<file path="config.mk">
export PLATFORM = sky130hd
export DESIGN_NAME = opspec_parser
export DESIGN_NICKNAME = d
export VERILOG_FILES = /design/src/rtl/opspec_pkg.sv /design/src/rtl/opspec_lead_dec.sv /design/src/rtl/opspec_field_acc.sv /design/src/rtl/opspec_parser.sv
export SDC_FILE = /design/constraint.sdc
export NUM_CORES = 1
export LEC_CHECK = 0
export ABC_CLOCK_PERIOD_IN_PS = 2000
export CAP_MARGIN = 20
export CELL_PAD_IN_SITES_DETAIL_PLACEMENT = 1
export CELL_PAD_IN_SITES_GLOBAL_PLACEMENT = 2
export CORE_MARGIN = 2
export CORE_UTILIZATION = 31
export CTS_BUF_LIST = sky130_fd_sc_hd__clkbuf_8 sky130_fd_sc_hd__clkbuf_16
export DETAILED_ROUTE_END_ITERATION = 10
export GPL_ROUTABILITY_DRIVEN = 0
export PLACE_DENSITY_LB_ADDON = 0.1
export SLEW_MARGIN = 5
export SYNTH_ARGS = -nofsm -noshare
export SYNTH_HDL_FRONTEND = slang
export SYNTH_SLANG_ARGS = --single-unit
</file>
<file path="constraint.sdc">
create_clock -name clk -period 2 [get_ports clk]
set_input_delay 0.3 -clock clk [delete_from_list [all_inputs] [get_ports clk]]
set_output_delay 0.3 -clock clk [all_outputs]
set_load 0.02 [all_outputs]
</file>
<file path="src/rtl/opspec_pkg.sv">
package opspec_pkg;

    localparam int VAL_W   = 32;
    localparam int VAL_B   = VAL_W / 8;
    localparam int LEN_W   = 4;
    localparam int BIDX_W  = 3;
    localparam int SBIT_W  = $clog2(VAL_W);

    typedef enum logic [3:0] {
        MD_LIT   = 4'h0,
        MD_IMM   = 4'h1,
        MD_INDEX = 4'h4,
        MD_REG   = 4'h5,
        MD_REGD  = 4'h6,
        MD_ADEC  = 4'h7,
        MD_AINC  = 4'h8,
        MD_AINCD = 4'h9,
        MD_BDSP  = 4'hA,
        MD_BDSPD = 4'hB,
        MD_WDSP  = 4'hC,
        MD_WDSPD = 4'hD,
        MD_LDSP  = 4'hE,
        MD_LDSPD = 4'hF
    } mode_t;

    typedef struct packed {
        mode_t             mode;
        logic [3:0]        rnum;
        logic [LEN_W-1:0]  ext;
        logic [SBIT_W-1:0] sbit;
        logic              is_index;
        logic              bare;
    } lead_info_t;

    function automatic logic [SBIT_W-1:0] sbit_of(input logic [LEN_W-1:0] nbytes);
        case (nbytes)
            4'd1:    sbit_of = SBIT_W'(7);
            4'd2:    sbit_of = SBIT_W'(15);
            default: sbit_of = SBIT_W'(VAL_W - 1);
        endcase
    endfunction

    function automatic lead_info_t decode_lead(input logic [7:0] b, input logic [1:0] dsize);
        lead_info_t r;
        r.mode     = MD_LIT;
        r.rnum     = b[3:0];
        r.ext      = '0;
        r.sbit     = SBIT_W'(5);
        r.is_index = 1'b0;
        r.bare     = 1'b0;
        if (b[7:6] == 2'b00) begin
            r.rnum = 4'h0;
            r.bare = 1'b1;
        end else begin
            case (b[7:4])
                4'h4: begin r.mode = MD_INDEX; r.is_index = 1'b1; end
                4'h5: begin r.mode = MD_REG;   r.bare = 1'b1; end
                4'h6: r.mode = MD_REGD;
                4'h7: r.mode = MD_ADEC;
                4'h8: begin
                    if (b[3:0] == 4'hF) begin
                        r.mode = MD_IMM;
                        r.ext  = LEN_W'(1) << dsize;
                        r.sbit = sbit_of(LEN_W'(1) << dsize);
                    end else begin
                        r.mode = MD_AINC;
                    end
                end
                4'h9: r.mode = MD_AINCD;
                4'hA, 4'hB, 4'hC, 4'hD, 4'hE, 4'hF: begin
                    r.mode = mode_t'(b[7:4]);
                    r.ext  = LEN_W'(1) << b[6:5] >> 1;
                    r.sbit = sbit_of(LEN_W'(1) << b[6:5] >> 1);
                end
                default: r.mode = MD_LIT;
            endcase
        end
        return r;
    endfunction

    function automatic logic [VAL_W-1:0] sext_at(input logic [VAL_W-1:0] raw,
                                                  input logic [SBIT_W-1:0] sbit);
        logic [VAL_W-1:0] o;
        for (int i = 0; i < VAL_W; i++)
            o[i] = (i > int'(sbit)) ? raw[sbit] : raw[i];
        return o;
    endfunction

endpackage

</file>
<file path="src/rtl/opspec_lead_dec.sv">
module opspec_lead_dec
    import opspec_pkg::*;
(
    input  logic [7:0]  lead,
    input  logic [1:0]  dsize,
    output lead_info_t  info
);
    always_comb info = decode_lead(lead, dsize);
endmodule

</file>
<file path="src/rtl/opspec_field_acc.sv">
module opspec_field_acc #(
    parameter int BYTES  = 4,
    parameter int IDX_W  = 3
) (
    input  logic                 clk,
    input  logic                 rst,
    input  logic                 clr,
    input  logic                 wr_en,
    input  logic [IDX_W-1:0]     wr_idx,
    input  logic [7:0]           wr_byte,
    output logic [8*BYTES-1:0]   raw
);
    for (genvar g = 0; g < BYTES; g++) begin : g_lane
        always_ff @(posedge clk) begin
            if (rst)
                raw[8*g +: 8] <= '0;
            else if (wr_en && wr_idx == IDX_W'(g))
                raw[8*g +: 8] <= wr_byte;
            else if (clr)
                raw[8*g +: 8] <= '0;
        end
    end
endmodule

</file>
<file path="src/rtl/opspec_parser.sv">
module opspec_parser
    import opspec_pkg::*;
(
    input  logic              clk,
    input  logic              rst,
    input  logic              in_valid,
    input  logic [7:0]        in_byte,
    output logic              in_ready,
    input  logic [1:0]        dsize,
    output logic              done,
    output logic [3:0]        mode,
    output logic [3:0]        reg_num,
    output logic [VAL_W-1:0]  value,
    output logic [LEN_W-1:0]  length,
    output logic              idx_valid,
    output logic [3:0]        idx_reg,
    output logic              illegal
);
    typedef enum logic {ST_LEAD, ST_EXT} state_t;

    state_t             st;
    logic               after_idx;
    logic [LEN_W-1:0]   rem;
    logic [BIDX_W-1:0]  bidx;
    logic [LEN_W-1:0]   len_q;
    mode_t              mode_q;
    logic [3:0]         reg_q, idx_r_q;
    logic [SBIT_W-1:0]  sbit_q;
    logic               idx_v_q, ill_q, done_q;
    lead_info_t         info;
    logic               take, acc_clr, acc_wr;
    logic [BIDX_W-1:0]  acc_idx;
    logic [7:0]         acc_byte;
    logic [VAL_W-1:0]   raw;

    opspec_lead_dec u_dec (.lead(in_byte), .dsize(dsize), .info(info));

    assign in_ready = !done_q;
    assign take     = in_valid && in_ready;

    always_comb begin
        acc_clr  = take && (st == ST_LEAD);
        acc_wr   = take && ((st == ST_EXT) || (info.mode == MD_LIT));
        acc_idx  = (st == ST_LEAD) ? '0 : bidx;
        acc_byte = (st == ST_LEAD) ? {2'b00, in_byte[5:0]} : in_byte;
    end

    opspec_field_acc #(.BYTES(VAL_B), .IDX_W(BIDX_W)) u_acc (
        .clk(clk), .rst(rst), .clr(acc_clr), .wr_en(acc_wr),
        .wr_idx(acc_idx), .wr_byte(acc_byte), .raw(raw)
    );

    always_ff @(posedge clk) begin
        if (rst) begin
            st <= ST_LEAD; after_idx <= 1'b0; rem <= '0; bidx <= '0;
            len_q <= '0; mode_q <= MD_LIT; reg_q <= '0; idx_r_q <= '0;
            sbit_q <= '0; idx_v_q <= 1'b0; ill_q <= 1'b0; done_q <= 1'b0;
        end else begin
            done_q <= 1'b0;
            if (take) begin
                if (st == ST_LEAD) begin
                    len_q <= after_idx ? len_q + 1'b1 : LEN_W'(1);
                    if (!after_idx) begin
                        idx_v_q <= 1'b0;
                        ill_q   <= 1'b0;
                    end
                    if (info.is_index) begin
                        if (after_idx) begin
                            ill_q     <= 1'b1;
                            done_q    <= 1'b1;
                            after_idx <= 1'b0;
                        end else begin
                            idx_v_q   <= 1'b1;
                            idx_r_q   <= info.rnum;
                            after_idx <= 1'b1;
                        end
                    end else begin
                        mode_q <= info.mode;
                        reg_q  <= info.rnum;
                        sbit_q <= info.sbit;
                        bidx   <= '0;
                        rem    <= info.ext;
                        if (after_idx && info.bare)
                            ill_q <= 1'b1;
                        if (info.ext == '0) begin
                            done_q    <= 1'b1;
                            after_idx <= 1'b0;
                        end else begin
                            st <= ST_EXT;
                        end
                    end
                end else begin
                    bidx  <= bidx + 1'b1;
                    rem   <= rem - 1'b1;
                    len_q <= len_q + 1'b1;
                    if (rem == LEN_W'(1)) begin
                        done_q    <= 1'b1;
                        st        <= ST_LEAD;
                        after_idx <= 1'b0;
                    end
                end
            end
        end
    end

    assign done      = done_q;
    assign mode      = mode_q;
    assign reg_num   = reg_q;
    assign value     = sext_at(raw, sbit_q);
    assign length    = len_q;
    assign idx_valid = idx_v_q;
    assign idx_reg   = idx_r_q;
    assign illegal   = ill_q;
endmodule

</file>
==> results of run 1 <==
-- worst paths after layout --
kind | from | slack (ns) | end | cells past startpoint
setup / recovery | sbit_q[2]$_SDFFE_PP0P_ | -0.39 | value[18] | 6
hold / removal | rst | 0.44 | u_acc.raw[10]$_SDFFE_PP0P_ | 2
setup reg to reg | done$_SDFF_PP0_ | 0.23 | after_idx$_SDFFE_PP0P_ | 3
hold reg to reg | reg_num[1]$_SDFFE_PP0P_ | 0.45 | reg_num[1]$_SDFFE_PP0P_ | 2
-- timing repair --
| item | CTS | global route |
|---|---|---|
| setup endpoints to repair | 38 | 32 |
| pin swaps | 4 | 3 |
| buffers inserted | 0 | 1 |
| cloned | 3 | 0 |
| gates resized for setup | 198 | 20 |
-- cell families (layout without fill, tap and decap cells) --
logic type | Yosys count | count (layout)
adders and majority gates | 7 | 7
AOI/OAI and AO/OA | 115 | 115
buffers and inverters | 51 | 187
xor gates and xnor gates | 3 | 3
and+or+nand+nor | 180 | 180
DFF | 64 | 64
muxes | 28 | 28
-- cells in the final DEF (no fill, tap or decap), types with 3 or more instances in the layout --
cell | netlist | layout
buf_4 | 2 | 102
dfxtp_1 | 64 | 61
nor2_1 | 54 | 51
nand2_1 | 38 | 37
a21oi_1 | 44 | 34
clkdlybuf4s50_1 | 0 | 31
nand3_1 | 27 | 27
mux2i_1 | 18 | 18
buf_6 | 3 | 18
o21ai_0 | 17 | 13
inv_1 | 11 | 12
and2_1 | 11 | 11
a21oi_2 | 0 | 9
mux2_2 | 9 | 9
clkbuf_16 | 0 | 9
buf_2 | 6 | 9
nor3_1 | 9 | 8
ha_1 | 7 | 7
o22ai_2 | 0 | 5
nor3b_1 | 6 | 5
a311oi_2 | 1 | 5
nand2b_1 | 4 | 4
o22ai_1 | 11 | 4
o211ai_1 | 4 | 4
o21ai_1 | 2 | 4
a31oi_1 | 3 | 3
o31ai_1 | 3 | 3
nor2_2 | 0 | 3
or3b_2 | 3 | 3
nor2b_1 | 4 | 3
nand4_1 | 3 | 3
nand3b_1 | 3 | 3
xor2_1 | 3 | 3
a22o_1 | 3 | 3
-- layer usage --
| layer | global-route usage, % | routed length, um |
|---|---|---|
| met3 | 3.05 | 432 |
| met5 | 0 | 0 |
| met2 | 36.5 | 6240 |
| met1 | 24.8 | 5630 |
| met4 | 7.00 | 211 |
-- area by class of cell --
type                       instances  area, sq um
clock buffer                      11          253
clock inverter                     4         21.3
fill                            1347         5950
inverter                          11         41.3
multi-input combinational        333         2260
sequential                        64         1290
tap                              143          179
timing repair buffer             161         1330
-- worst register-to-register path, delay by kind of cell, from the launching register on --
| kind | cells | cell delay, ns |
|---|---|---|
| AO/OA/AOI/OAI | 1 | 0.27 |
| flip-flops | 1 | 0.37 |
| AND/OR/NAND/NOR | 2 | 1.04 |
-- power by group through the flow --
stage / logic (mW) / registers [mW] / clock network (mW)
detailed placement: 0.932 / 1.38 / 0
finish: 0.985 / 1.35 / 1.46
global route: 1.06 / 1.36 / 1.55
CTS: 0.963 / 1.35 / 1.49
floorplan: 0.466 / 1.39 / 0
global placement: 0.917 / 1.38 / 0
-- stage by stage --
step | instances | total power, mW | setup slack (ns) | util [%] | setup TNS [ns]
global placement | 708 | 2.29 | -0.511 | 43.6 | -24.08
CTS | 726 | 3.80 | -0.407 | 46.8 | -10.79
global route | 727 | 3.97 | -0.457 | 47.5 | -12.70
detailed placement | 708 | 2.31 | -0.589 | 43.6 | -27.25
finish | 727 | 3.79 | -0.390 | 47.5 | -10.67
floorplan | 448 | 1.85 | -0.0374 | - | -0.0470
==> results.tsv, run 1 <==
stage	metric	value	unit
floorplan	ios	65	
worst_setup_path	arrival	2.09	ns
sta	finalSetupViolCount	31	
detailed_routing	vias	3761	
power_and_ir_drop	leakagePower	2.20	nW
global_routing	grt_use_total	20.3	%
worst_setup_path	cp_slowest_cell	mux4_2	
logic_synthesis	synthSimpleGateAreaFrac	25.7	%
power_and_ir_drop	pwr-share-clk	38.4	%
final_layout	largest_reg_flops	32	
clock_network	cts.sinks	64	
logic_synthesis	ys_seq_area_share	35.8	%
sta	hold_violations	0	
job	drv_cap	0	
power_and_ir_drop	powerDensity	706	nW/um^2
final_layout	max_flop_register	u_acc.raw	
worst_setup_path	cp_top_family	multiplexers	
global_routing	overflow	0	
detailed_routing	drt_first_pass_iters	4	
logic_synthesis	synth_compound_area_share	20.4	%
logic_synthesis	synth_adder_area_share	2.45	%
detailed_routing	ant_nets	0	
logic_synthesis	synthDistinctLibCells	59	
floorplan	start_util	31.6	%
sta	fmax	418	MHz
clock_network	clk_pin_slew	0.05	ns
floorplan	core	11300	sq um
logic_synthesis	synth_top_family_by_area	simple AND/OR/NAND/NOR gates	
global_routing	antenna_found_initial	0	
power_and_ir_drop	power_frac_seq	35.7	%
logic_synthesis	synth_top_area_share	35.8	%
global_routing	grt_pass1_vias	3903	
logic_synthesis	synth_seq_cells	64	
power_and_ir_drop	p_sw_share	30.0	%
final_layout	syn_to_final_growth	50.3	%
power_and_ir_drop	intPower	2.66	mW
logic_synthesis	synthMuxAreaShare	8.51	%
sta	period_needed	2.39	ns
outcome	violations	negative setup slack	
floorplan	die_w	111	um
logic_synthesis	synth-async-reset-ratio	0	%
clock_network	clockBufferDepth	2	
detailed_routing	drt-vias-per-instance	5.17	
logic_synthesis	synth_nets	468	
floorplan	dieArea	12400	sq um
power_and_ir_drop	switching_power	1.14	mW
clock_network	cts_tree	done	
detailed_routing	first_iter_violations	131	
final_layout	drive_gt1_share	35.3	%
clock_network	cts_root_buf	clkbuf_16	
sta	slew_viol_final	0	
detailed_routing	drc	0	
placed_design	place_hpwl	9080	um
floorplan	die_h	111	um
worst_setup_path	cp_cell_sequence	mux4_2, or2_4, a21oi_4, buf_6, o22ai_1, buf_4	
logic_synthesis	syn_inst	448	
detailed_routing	routed_wl	12500	um
final_layout	nNetsFinal	600	
logic_synthesis	synth_area	3570	sq um
worst_setup_path	cpPeakStageDelay	0.49	ns
sta	rsz0062_at_grt	true	
sta	relSlewSlack	63.0	%
sta	clock_skew	0.00544	ns
placed_design	place_area	4940	sq um
sta	post-route-period-util	119	%
logic_synthesis	synth_edf_count	0	
logic_synthesis	yosys_most_used_dff	dfxtp_1	
power_and_ir_drop	vdd_drop_max	0.415	mV
logic_synthesis	synth_area_leaders	dfxtp_1 36%, a21oi_1 6.2%, nor2_1 5.7%, mux2i_1 5.0%, nand2_1 4.0%	
worst_setup_path	critical_path_buf_inv_count	2	
worst_setup_path	crit_type	flop to primary output	
hold_path	hold_class	input pin to flop	
detailed_routing	wl_per_cell	17.2	um
logic_synthesis	ys_warn_count	0	
sta	worst_slew_pin_slew	0.555	ns
worst_setup_path	crit_required	1.70	ns
clock_network	htreeDepth	3	
final_layout	antenna_cells	0	
clock_network	insertion_delay	0.34	ns
final_layout	final_area	5370	sq um
clock_network	numCtsBuffers	9	
logic_synthesis	synth-xor-area-share	0.735	%
worst_setup_path	critPathMaxFanout	5	
sta	whs	0.445	ns
logic_synthesis	syn_avg_cell_area	7.98	sq um
worst_setup_path	endpoint_kind	primary output	
worst_setup_path	startpoint_type	flop	
logic_synthesis	yosysMostFrequentCell	dfxtp_1	
sta	fin_ws	-0.390	ns
power_and_ir_drop	combPwrFrac	26.0	%
logic_synthesis	yosys.area.top_type	dfxtp_1	
outcome	status	finished with violations	
floorplan	rows	39	
clock_network	hold_buffers	0	
global_routing	grt_pass1_wl	20000	um
global_routing	grt_max_degree	33	
placed_design	port_buffers	64	
logic_synthesis	synthTopCellsByCount	64 x dfxtp_1, 54 x nor2_1, 44 x a21oi_1	
(Power assumes the default switching activity.)
==> run 2: changes to the inputs <==
Settings changed: CORE_MARGIN 2 to 5, GPL_TIMING_DRIVEN set to 0, SETUP_SLACK_MARGIN set to 0.1.
==> run 2 against run 1 <==
The run still ends with negative setup slack left. Non-clock buffer count down 30. Clock skew barely moved. Hold slack about the same. Via count shrank 1.0%. Sequential power barely moved. Combinational power grew 4%. Total power is 0.25% higher. Wire length grew 8.4%. Sequential share of layout area grew 0.30 points. Critical endpoint is now value[25]. Largest cell class unchanged.
==> results.tsv, run 2 (synthesis results as in run 1) <==
stage	metric	value	unit	change
outcome	status	finished with violations		
outcome	violations	negative setup slack		
sta	period_needed	2.46	ns	+0.0670 ns
floorplan	die_h	117	um	+5.4%
global_routing	grt_max_degree	11		-67%
final_layout	syn_to_final_growth	49.5	%	
floorplan	start_util	31.4	%	-0.14 points
detailed_routing	m1WireLength	6010	um	+6.8%
detailed_routing	wl_met2	6730	um	+7.9%
final_layout	largest_reg_flops	32		unchanged
final_layout	antenna_cells	0		unchanged
clock_network	numCtsBuffers	9		unchanged
detailed_routing	first_iter_violations	120		-8.4%
detailed_routing	routed_wl	13600	um	+8.4%
sta	rsz0062_at_grt	true		
clock_network	cts.sinks	64		unchanged
sta	hold_violations	0		unchanged
floorplan	ios	65		unchanged
sta	worst_slew_pin_slew	0.632	ns	+0.0771 ns
sta	slew_viol_final	0		unchanged
floorplan	rows	39		unchanged
power_and_ir_drop	power.total	3.80	mW	+0.25%
sta	whs	0.445	ns	+0.000122 ns
final_layout	drive_gt1_share	33.2	%	-2.1 points
placed_design	place_hpwl	9740	um	+7.3%
worst_setup_path	crit_required	1.70	ns	about the same
detailed_routing	drt_first_pass_iters	4		unchanged
final_layout	fillers	1361		+1.0%
clock_network	htreeDepth	3		unchanged
global_routing	antenna_found_initial	0		unchanged
placed_design	pre_cts_ws	-0.728	ns	-0.139 ns
clock_network	cts_tree	done		
clock_network	clk_pin_slew	0.05	ns	about the same
floorplan	core	11400	sq um	+0.43%
worst_setup_path	startpoint_type	flop		
detailed_routing	wl_per_cell	19.5	um	+13%
power_and_ir_drop	powerDensity	712	nW/um^2	+0.81%
placed_design	port_buffers	60		-6.3%
sta	finalSetupViolCount	31		unchanged
worst_setup_path	critPathMaxFanout	5		unchanged
worst_setup_path	setup.worst_path.start	sbit_q[2]$_SDFFE_PP0P_		
detailed_routing	vias	3723		-1.0%
sta	fin_ws	-0.457	ns	-0.0670 ns
global_routing	grt_pass1_vias	4008		+2.7%
final_layout	multi_input_area	2450	sq um	+8.7%
global_routing	grt_use_total	19.6	%	-0.69 points
hold_path	hold_class	input pin to flop		
sta	fmax	407	MHz	-2.7%
global_routing	overflow	0		unchanged
sta	post-route-period-util	123	%	+3.4 points
final_layout	max_flop_register	u_acc.raw		
floorplan	dieArea	13800	sq um	+11%
detailed_routing	dr_wl_met3	478	um	+11%
worst_setup_path	endpoint_kind	primary output		
final_layout	layout_commonest_cell	dfxtp_1		
worst_setup_path	r2r-start	done$_SDFF_PP0_		
final_layout	layout_common_cells	58 x dfxtp_1, 53 x nor2_1, 37 x buf_4		
final_layout	regArea	1300	sq um	+0.68%
worst_setup_path	crit_type	flop to primary output		
final_layout	nNetsFinal	570		-5.0%
detailed_routing	top_layer	met4		
hold_path	min-delay-start	in_byte[0]		
global_routing	grt_pass1_wl	22000	um	+9.7%
detailed_routing	drt-vias-per-instance	5.34		+3.3%
sta	relSlewSlack	57.8	%	-5.1 points
detailed_routing	drc	0		unchanged
clock_network	insertion_delay	0.33	ns	about the same
power_and_ir_drop	leakagePower	2.08	nW	-5.4%
sta	clock_skew	0.00506	ns	-0.000379 ns
clock_network	clockBufferDepth	2		unchanged
floorplan	die_w	117	um	+5.4%
job	drv_cap	0		unchanged
detailed_routing	ant_nets	0		unchanged
clock_network	cts_root_buf	clkbuf_16		
worst_setup_path	arrival	2.16	ns	+0.07 ns
power_and_ir_drop	vdd_drop_max	0.451	mV	+8.8%
==> run 2: cell count changes in the layout (fill, tap and decap cells not counted), moves of 3 or more <==
cell and delta:
buf_2 +3, o22ai_2 +5, nor2_2 -3, o22ai_1 -4, buf_12 +3, o21ai_2 +3
clkdlybuf4s50_1 -8, clkbuf_4 +3, clkbuf_2 +5, buf_6 +4, dfxtp_1 -3, clkbuf_1 +16
buf_4 -65
==> run 2: path summary, 6_finish.rpt <==
| check | to | slack (ns) | cells past startpoint |
|---|---|---|---|
| worst min register to register | idx_reg[0]$_SDFFE_PP0P_ | 0.46 | 2 |
| worst max-delay path | value[25] | -0.46 | 7 |
| worst max register to register | u_acc.raw[19]$_SDFFE_PP0P_ | 0.22 | 5 |
| worst min-delay path | u_acc.raw[16]$_SDFFE_PP0P_ | 0.44 | 3 |
==> run 2: power by group <==
part           internal (mW)  switching (mW)  total (mW)
Combinational          0.436           0.579        1.02
Sequential              1.32          0.0348        1.35
Clock                  0.889           0.548        1.44
==> run 2: final cells by class <==
cell class	count	share of cell area, %
sequential	64	24.3
tap	143	3.35
timing repair buffer	91	15.5
buffer	40	5.08
inverter	11	0.773
multi-input combinational	333	45.9
clock buffer	11	4.73
clock inverter	4	0.398
==> run 2: through the flow <==
step	instance area [sq um]	cells	utilization (%)	setup TNS (ns)
finish	5340	697	47.0	-11.99
global route	5340	697	47.0	-13.96
floorplan	3790	448	-	0
CTS	5180	688	45.6	-12.58
global placement	4570	651	40.2	-40.63
detailed placement	4570	651	40.2	-43.03
==> run 2: timing repair <==
item                                    in CTS  in global routing
hold endpoints to repair                     0                  0
cloned                                       2                  0
pin swaps                                   13                  7
buffers inserted                            20                  9
resized for setup                          222                 33
hold buffers                                 0                  0
endpoints found under the setup margin      88                 58
==> run 2: layer usage <==
layer	up-vias	track usage, %
li1	1820	-
met1	1812	23.9
met2	70	34.2
met3	21	3.75
met4	0	7.11
met5	-	0
==> run 2: worst max-delay path: stages, from the launching register on <==
cell and delay [ns]:
dfxtp_2 0.33, mux4_2 0.49, or2_4 0.29, a211oi_4 0.28
buf_12 0.16, buf_6 0.10, a311oi_4 0.03, buf_6 0.16
